<file path="src/rtl/lkd_pkg.sv">
package lkd_pkg;

    typedef enum logic [1:0] {
        LKD_OFF  = 2'd0,
        LKD_ONCE = 2'd1,
        LKD_CONT = 2'd2,
        LKD_RSVD = 2'd3
    } lkd_mode_e;

endpackage

</file>
<file path="src/rtl/lkd_window_sel.sv">
module lkd_window_sel #(
    parameter int BASE_WIN = 256,
    parameter int CODE_W   = 2,
    parameter int CNT_W    = 12
) (
    input  logic [CODE_W-1:0] code_i,
    output logic [CNT_W-1:0]  limit_o
);
    localparam int NUM_CODES = 2 ** CODE_W;

    logic [CNT_W-1:0] win_tbl [NUM_CODES];

    // each code step doubles the window
    for (genvar g = 0; g < NUM_CODES; g++) begin : g_win
        assign win_tbl[g] = CNT_W'(BASE_WIN * (2 ** g));
    end

    assign limit_o = win_tbl[code_i];
endmodule

</file>
<file path="src/rtl/lkd_mode_ctrl.sv">
module lkd_mode_ctrl
    import lkd_pkg::*;
(
    input  logic      en_i,
    input  lkd_mode_e mode_i,
    output logic      run_o,
    output logic      sticky_o
);
    always_comb begin
        run_o    = 1'b0;
        sticky_o = 1'b0;
        unique case (mode_i)
            LKD_ONCE: begin
                run_o    = en_i;
                sticky_o = 1'b1;
            end
            LKD_CONT: run_o = en_i;
            default:  run_o = 1'b0;
        endcase
    end
endmodule

</file>
<file path="src/rtl/lkd_core.sv">
module lkd_core #(
    parameter int CNT_W   = 12,
    parameter int MAX_CNT = 2048
) (
    input  logic             clk_i,
    input  logic             rst_ni,
    input  logic             run_i,
    input  logic             sticky_i,
    input  logic             raw_i,
    input  logic [CNT_W-1:0] limit_i,
    output logic             lock_o
);
    typedef struct packed {
        logic [CNT_W-1:0] cnt;
        logic             lock;
    } st_t;

    st_t          s_d, s_q;
    logic [CNT_W:0] inc_d;

    assign inc_d = {1'b0, s_q.cnt} + 1'b1;

    always_comb begin
        s_d = s_q;
        if (!run_i) begin
            s_d = '0;
        end else if (sticky_i && s_q.lock) begin
            s_d = s_q;
        end else if (raw_i) begin
            if (inc_d >= {1'b0, limit_i}) begin
                s_d.cnt  = limit_i;
                s_d.lock = 1'b1;
            end else begin
                s_d.cnt = inc_d[CNT_W-1:0];
            end
        end else begin
            s_d = '0;
        end
    end

    always_ff @(posedge clk_i or negedge rst_ni) begin
        if (!rst_ni) s_q <= '0;
        else         s_q <= s_d;
    end

    assign lock_o = s_q.lock;


    stop_clears_chk: assert property (@(posedge clk_i) disable iff (!rst_ni)
        !run_i |=> (!lock_o && s_q.cnt == '0));


    once_hold_chk: assert property (@(posedge clk_i) disable iff (!rst_ni)
        (run_i && sticky_i && lock_o) |=> lock_o);


    cont_drop_chk: assert property (@(posedge clk_i) disable iff (!rst_ni)
        (run_i && !sticky_i && !raw_i) |=> !lock_o);


    rise_needs_raw_chk: assert property (@(posedge clk_i) disable iff (!rst_ni)
        $rose(lock_o) |-> ($past(raw_i) && $past(run_i)));


    cnt_bound_chk: assert property (@(posedge clk_i) disable iff (!rst_ni)
        s_q.cnt <= CNT_W'(MAX_CNT));
endmodule

</file>
<file path="src/rtl/lkd_lock_timer.sv">
module lkd_lock_timer
    import lkd_pkg::*;
#(
    parameter int BASE_WIN = 256,
    parameter int CODE_W   = 2
) (
    input  logic              clk_ref_i,
    input  logic              rst_ni,
    input  logic              synth_en_i,
    input  logic              raw_lock_i,
    input  logic [CODE_W-1:0] win_code_i,
    input  logic [1:0]        lock_mode_i,
    output logic              lock_o
);
    localparam int MAX_WIN = BASE_WIN * (2 ** ((2 ** CODE_W) - 1));
    localparam int CNT_W   = $clog2(MAX_WIN + 1);

    logic [CNT_W-1:0] limit;
    logic             run;
    logic             sticky;
    lkd_mode_e        mode;

    assign mode = lkd_mode_e'(lock_mode_i);

    lkd_window_sel #(
        .BASE_WIN (BASE_WIN),
        .CODE_W   (CODE_W),
        .CNT_W    (CNT_W)
    ) u_win (
        .code_i  (win_code_i),
        .limit_o (limit)
    );

    lkd_mode_ctrl u_mode (
        .en_i     (synth_en_i),
        .mode_i   (mode),
        .run_o    (run),
        .sticky_o (sticky)
    );

    lkd_core #(
        .CNT_W   (CNT_W),
        .MAX_CNT (MAX_WIN)
    ) u_core (
        .clk_i    (clk_ref_i),
        .rst_ni   (rst_ni),
        .run_i    (run),
        .sticky_i (sticky),
        .raw_i    (raw_lock_i),
        .limit_i  (limit),
        .lock_o   (lock_o)
    );


    off_mode_chk: assert property (@(posedge clk_ref_i) disable iff (!rst_ni)
        (lock_mode_i == 2'd0 || lock_mode_i == 2'd3) |=> !lock_o);


    en_low_chk: assert property (@(posedge clk_ref_i) disable iff (!rst_ni)
        !synth_en_i |=> !lock_o);
endmodule

</file>
<file path="config.mk">
export PLATFORM = sky130hd
export DESIGN_NAME = lkd_lock_timer
export DESIGN_NICKNAME = d
export VERILOG_FILES = /design/src/rtl/lkd_pkg.sv /design/src/rtl/lkd_window_sel.sv /design/src/rtl/lkd_mode_ctrl.sv /design/src/rtl/lkd_core.sv /design/src/rtl/lkd_lock_timer.sv
export SDC_FILE = /design/constraint.sdc
export NUM_CORES = 1
export LEC_CHECK = 0
export BUFFER_PORTS_ARGS = -buffer_cell sky130_fd_sc_hd__buf_2
export CORE_UTILIZATION = 50
export DETAILED_ROUTE_END_ITERATION = 12
export PLACE_DENSITY = 0.7
export SYNTH_ARGS = -nofsm -noshare
export SYNTH_HDL_FRONTEND = slang
export SYNTH_SLANG_ARGS = --single-unit
</file>
<file path="constraint.sdc">
create_clock -name clk_ref_i -period 5.4 [get_ports clk_ref_i]
set_clock_uncertainty 0.15 [all_clocks]
set_input_delay 1.08 -clock clk_ref_i [delete_from_list [all_inputs] [get_ports clk_ref_i]]
set_output_delay 1.08 -clock clk_ref_i [all_outputs]
set_load 0.05 [all_outputs]
</file>
# Yosys cells after proc, flatten, opt, wreduce, memory -nomap -nowiden
# Index checks and enable logic that the tools add are counted.
# op_classes
n_addsub	1
order_cmp	2
eq_ne	4
muxes	10
n_bitwise	1
n_reduce_logical	3
# op_table
cell	count
13-bit 2-to-1 mux	3
12-bit 2-to-1 mux	3
12-bit binary-select mux with 2-bit select	1
12-bit by 1-bit adder with 13-bit output (second input constant)	1
13-bit by 12-bit >= comparator with 1-bit output	1
3-bit >= comparator (second input constant)	1
1-bit 2-to-1 mux	3
3-bit != test (second input constant)	1
2-bit NOT with 3-bit output	1
2-bit by 1-bit equality test with 1-bit output (second input constant)	1
2-bit equality test (second input constant)	1
2-bit != test (second input constant)	1
2-bit AND reduction	1
2-bit OR reduction	1
1-bit logical AND	1
# word_totals
ff_bits	13
inputBits	8
elab_cells	23

# Depth between registers and ports, before layout
# logic_depth
ltp_word	9
ltp_mapped	13

# Cells and area by module
# A second synthesis with hierarchy kept.
# unflattened
hier_cells	147
area_unflattened_um2	1317.5
# by_module_without_submodules
mod	n_inst	cells_each	area_each_um2	seq_area_each_um2
lkd_core	1	131	1197.4	325.3
lkd_window_sel	1	13	90.1	0.0
lkd_mode_ctrl	1	3	30.0	0.0

# Worst setup path after synthesis
# Ideal clock, no wire load.
# synth_timing
path_kind	in2reg
from	input lock_mode_i[1]
to	register u_core.s_q[9] (netlist name)
setup_ns	0.087
arrival_time_ns	2.391
required_time_ns	5.163
slack_ns	2.773
stages	8
path_cell_list	inv_1 -> ha_1 -> nand3b_1 -> a21oi_2 -> o211ai_2 -> buf_4 -> a21o_2 -> o211ai_1
# synth_between
elab_chain_len	4
# synth_lines
element	line	text
start: declaration	lkd_lock_timer.sv:12	input logic [1:0] lock_mode_i,
2-bit by 1-bit equality test with 1-bit output / 2-bit equality test (equally long branches)	lkd_mode_ctrl.sv:12	unique case (mode_i)
2-bit OR reduction (no line) / 1-bit 2-to-1 mux (equally long branches)	--	
1-bit 2-to-1 mux / 1-bit logical AND (equally long branches)	lkd_mode_ctrl.sv:12, lkd_core.sv:27	
2-bit != test (no line) / 13-bit 2-to-1 mux (equally long branches)	--	
end signal: assignment	lkd_core.sv:42	if (!rst_ni) s_q <= '0;
end signal: assignment	lkd_core.sv:43	else s_q <= s_d;
end: declaration	lkd_core.sv:18	st_t s_d, s_q;
# Parallel ways exist; a longest one is shown, timed or not.
# A chain may end at the register's enable or synchronous reset.

# Worst setup path after layout
# layout_timing
from	register u_core.s_q[3] (netlist name)
to	register u_core.s_q[3] (netlist name)
# layout_between
elab_chain_len	6
# layout_lines
element	line	text
12-bit by 1-bit adder with 13-bit output *	lkd_core.sv:21	assign inc_d = {1'b0, s_q.cnt} + 1'b1;
13-bit by 12-bit >= comparator with 1-bit output	lkd_core.sv:30	if (inc_d >= {1'b0, limit_i}) begin
12-bit 2-to-1 mux *	lkd_core.sv:30	
13-bit 2-to-1 mux *	lkd_core.sv:29	end else if (raw_i) begin
13-bit 2-to-1 mux *	lkd_core.sv:27	end else if (sticky_i && s_q.lock) begin
13-bit 2-to-1 mux *	lkd_core.sv:25	if (!run_i) begin
# Every way passes the cells marked *; elsewhere a longest branch is shown, timed or not. The select of a mux whose other input is x is not followed.

==> impl_metrics.tcl <==
set metrics [dict create \
    p_leak_nw 0.4557 \
    chipWidth_um 46.97 \
    synth_area_um2 1011 \
    clkLatencyLatePin_ns 0.29 \
    antenna_found_initial 0 \
    yosysWarnings 0 \
    cts_tree "built" \
    power.density_nw_per_um2 177.8 \
    cts_sinks 13 \
    crit_family "compound AO/OA/AOI/OAI gates" \
    synthDominantCellAreaShare_pct 32.18 \
    drive_gt1_share_pct 20.69 \
    drt-pass1-iter-count 4 \
    synth_nets 125 \
    synth_top_family_by_area "compound AO/OA/AOI/OAI gates" \
    ir_drop_uv 115.7 \
    post-route-min-period_ns 3.082 \
    cp-end-kind "flip-flop" \
    drv_slew 0 \
    grt_pass1_wl_um 3236 \
    criticalPathCategory "flip-flop to flip-flop" \
    nFillCells 162 \
    pre_cts_slack_ns 2.330 \
    numCtsBuffers 3 \
    p_sw_share_pct 28.19 \
    antennaDiodeCount 0 \
    cts_resized 0 \
    routed_wl_um 2068 \
    slowest_stage "dfrtp_1" \
    grt-ovfl-total 0 \
    fp.dieArea_um2 2206 \
    drt_iter0_drc 15 \
    clk_pin_slew_ns 0.09 \
    io_pins 9 \
    critPathBufInv 0 \
    synth_compound_area_share_pct 26.11 \
    regArea_um2 325.3 \
    holdBufCountCts 0 \
    rows 15 \
    arrival_ns 3.14 \
    vias_per_cell 6.099 \
    post_cts_buffers 0 \
    tightest_slew_ns 0.5055 \
    path_max_fanout 11 \
    comb_power_share_pct 13.0 \
    clockRootBuffer "clkbuf_4" \
    fin_tns_setup_ns 0 \
    synth-xor-area-share_pct 6.064 \
    p_sw_mw 0.05369 \
    synth_area_leader_cell "dfrtp_1" \
    power.share.sequential_pct 52.4 \
    synth.area.top_cells "dfrtp_1 32%, ha_1 8.7%, nand2_1 4.8%" \
    drc 0 \
    pwr-share-clk_pct 34.6 \
    placedCellCount 137 \
    port_buffers 8 \
    synth-seq-area-share_pct 32.18 \
    whs_ns 0.3980 \
    avgSynthCellArea_um2 9.191 \
    min-delay-path-class "flip-flop to flip-flop" \
    grt_setup_unrepaired "false" \
    startpoint_type "flip-flop" \
    critical_path_required_ns 5.46 \
    grt_max_degree 14 \
    fin_cells 141 \
    netlist_instances 110 \
    fmax_ghz 0.3244 \
    fin_nets 132 \
    area_growth_pct 5.941 \
    fin_crit_sh_pct 57.08 \
    maxCapViolCount 0 \
    synth-simple-area-share_pct 22.90 \
    ant_nets 0 \
    critPathMaxStageDelay_ns 0.56 \
    setup_ws_ns 2.318 \
    clock_tree.htree_level_count 1 \
    ys_ff_latch 13 \
    p_int_mw 0.1368 \
    grt_pass1_vias 721 \
    die_height_um 46.97 \
    multi_input_area_um2 644.4 \
    status "finished clean" \
    path_cells "and3_4 -> and3_4 -> nand4_1 -> xnor2_1 -> ha_1 -> a21oi_1 -> o211a_1 -> o211ai_2 -> a21oi_2 -> a21oi_1 -> a31oi_1" \
    relSlewSlack_pct 66.20 \
    muxShareOfSynthArea_pct 0 \
    vias 860 \
    synth_fa_ha_area_share_pct 8.663 \
    coreArea_um2 1802 \
    synth.distinct_cells 39 \
    setup_viol 0 \
    hpwl_um 1555 \
    grt_util_all_layers_pct 21.29 \
    initial_utilization_pct 56.11 \
    clk_path_buf_depth 2 \
    place.gp.congestion 0.8480 \
    finalHoldViolCount 0 \
    wl_per_cell_um 14.67 \
]
per-layer routing:
metal	up-vias	part of all wire [%]	track usage, %
li1	425	-	-
met1	416	50	30.19
met2	15	46	33.06
met3	4	2.4	3.462
met4	0	1.5	6.857
met5	-	0	0
worst min-delay path, stage by stage (launching register included):
cell	delay, ns
dfrtp_1	0.38
nand2_1	0.06
o211ai_1	0.07
path summary, 6_finish.rpt:
check                      slack [ns]                      start  cells after the start                         to
min                              0.40  u_core.s_q[9]$_DFFE_PN0P_                      2  u_core.s_q[9]$_DFFE_PN0P_
min reg2reg                      0.40  u_core.s_q[9]$_DFFE_PN0P_                      2  u_core.s_q[9]$_DFFE_PN0P_
max                              2.32  u_core.s_q[3]$_DFFE_PN0P_                     11  u_core.s_q[3]$_DFFE_PN0P_
max in group asynchronous        4.35                     rst_ni                      1  u_core.s_q[9]$_DFFE_PN0P_
min in group asynchronous        0.52                     rst_ni                      1  u_core.s_q[6]$_DFFE_PN0P_
max reg2reg                      2.32  u_core.s_q[3]$_DFFE_PN0P_                     11  u_core.s_q[3]$_DFFE_PN0P_
power groups by stage:
stage          combinational, mW  clock, mW  sequential, mW
3_3_place_gp              0.0239          0           0.102
5_1_grt                   0.0277     0.0701           0.100
3_5_place_dp              0.0249          0           0.102
2_1_floorplan             0.0155          0           0.102
6_report                  0.0248     0.0658          0.0999
4_1_cts                   0.0251     0.0662          0.0999
cells by family (layout without fill, tap and decap cells):
kind of cell | Yosys count | after routing
buffers and inverters | 7 | 13
adder cells (fa/ha/maj) | 7 | 7
AO/OA/AOI/OAI | 35 | 35
XOR/XNOR | 7 | 7
AND/OR/NAND/NOR | 41 | 41
flip-flops | 13 | 13
final cells by class:
cell class,count,area share [%]
clock buffers,4,2.453
repair buffers,8,3.738
multi-input cells,90,60.16
inverters,1,0.3505
flip-flops and latches,13,30.37
well taps,25,2.921
state kept, by name (all words and copies together) (netlist names):
name and cells:
u_core.lock_o 1, u_core.s_q 12
stage by stage:
step           instance area, um2  power (mW)  utilization (%)
5_1_grt                      1071      0.1979            59.44
3_5_place_dp                 1045      0.1267            57.99
3_3_place_gp                 1045      0.1257            57.99
2_1_floorplan                1011      0.1180                -
4_1_cts                      1071      0.1912            59.44
6_report                     1071      0.1905            59.44
cells in the final DEF, fill, tap and decap left out, types with 2 or more instances in the layout:
cell type	n
a21o_2	2
a21oi_1	6
a21oi_2	2
and3_1	2
and3_4	2
buf_2	8
clkbuf_4	3
dfrtp_1	13
ha_1	7
nand2_1	13
nand2b_1	3
nand3_1	8
nand3b_1	2
nand4_1	3
nor2_1	3
o211ai_1	2
o211ai_2	2
o21ai_0	3
o21ai_1	5
o31ai_1	4
xnor2_1	5
xor2_1	2
synth_stat cells, drive strengths merged:
cell type  number
nand3b          2
ha              7
a211o           1
xnor2           5
buf             5
a22oi           1
o21ai           8
and3            4
nand4b          1
xor2            2
and4b           1
nor2            3
inv             1
dfrtp          13
o211a           1
a311oi          1
nand2b          3
nor3            1
a2111oi         1
nand3           8
nand2          14
a22o            1
o31ai           4
a41oi           1
clkbuf          1
nand4           3
a21o            3
a21oi           8
and2            1
a31oi           1
o211ai          4
(Power assumes the default switching activity.)
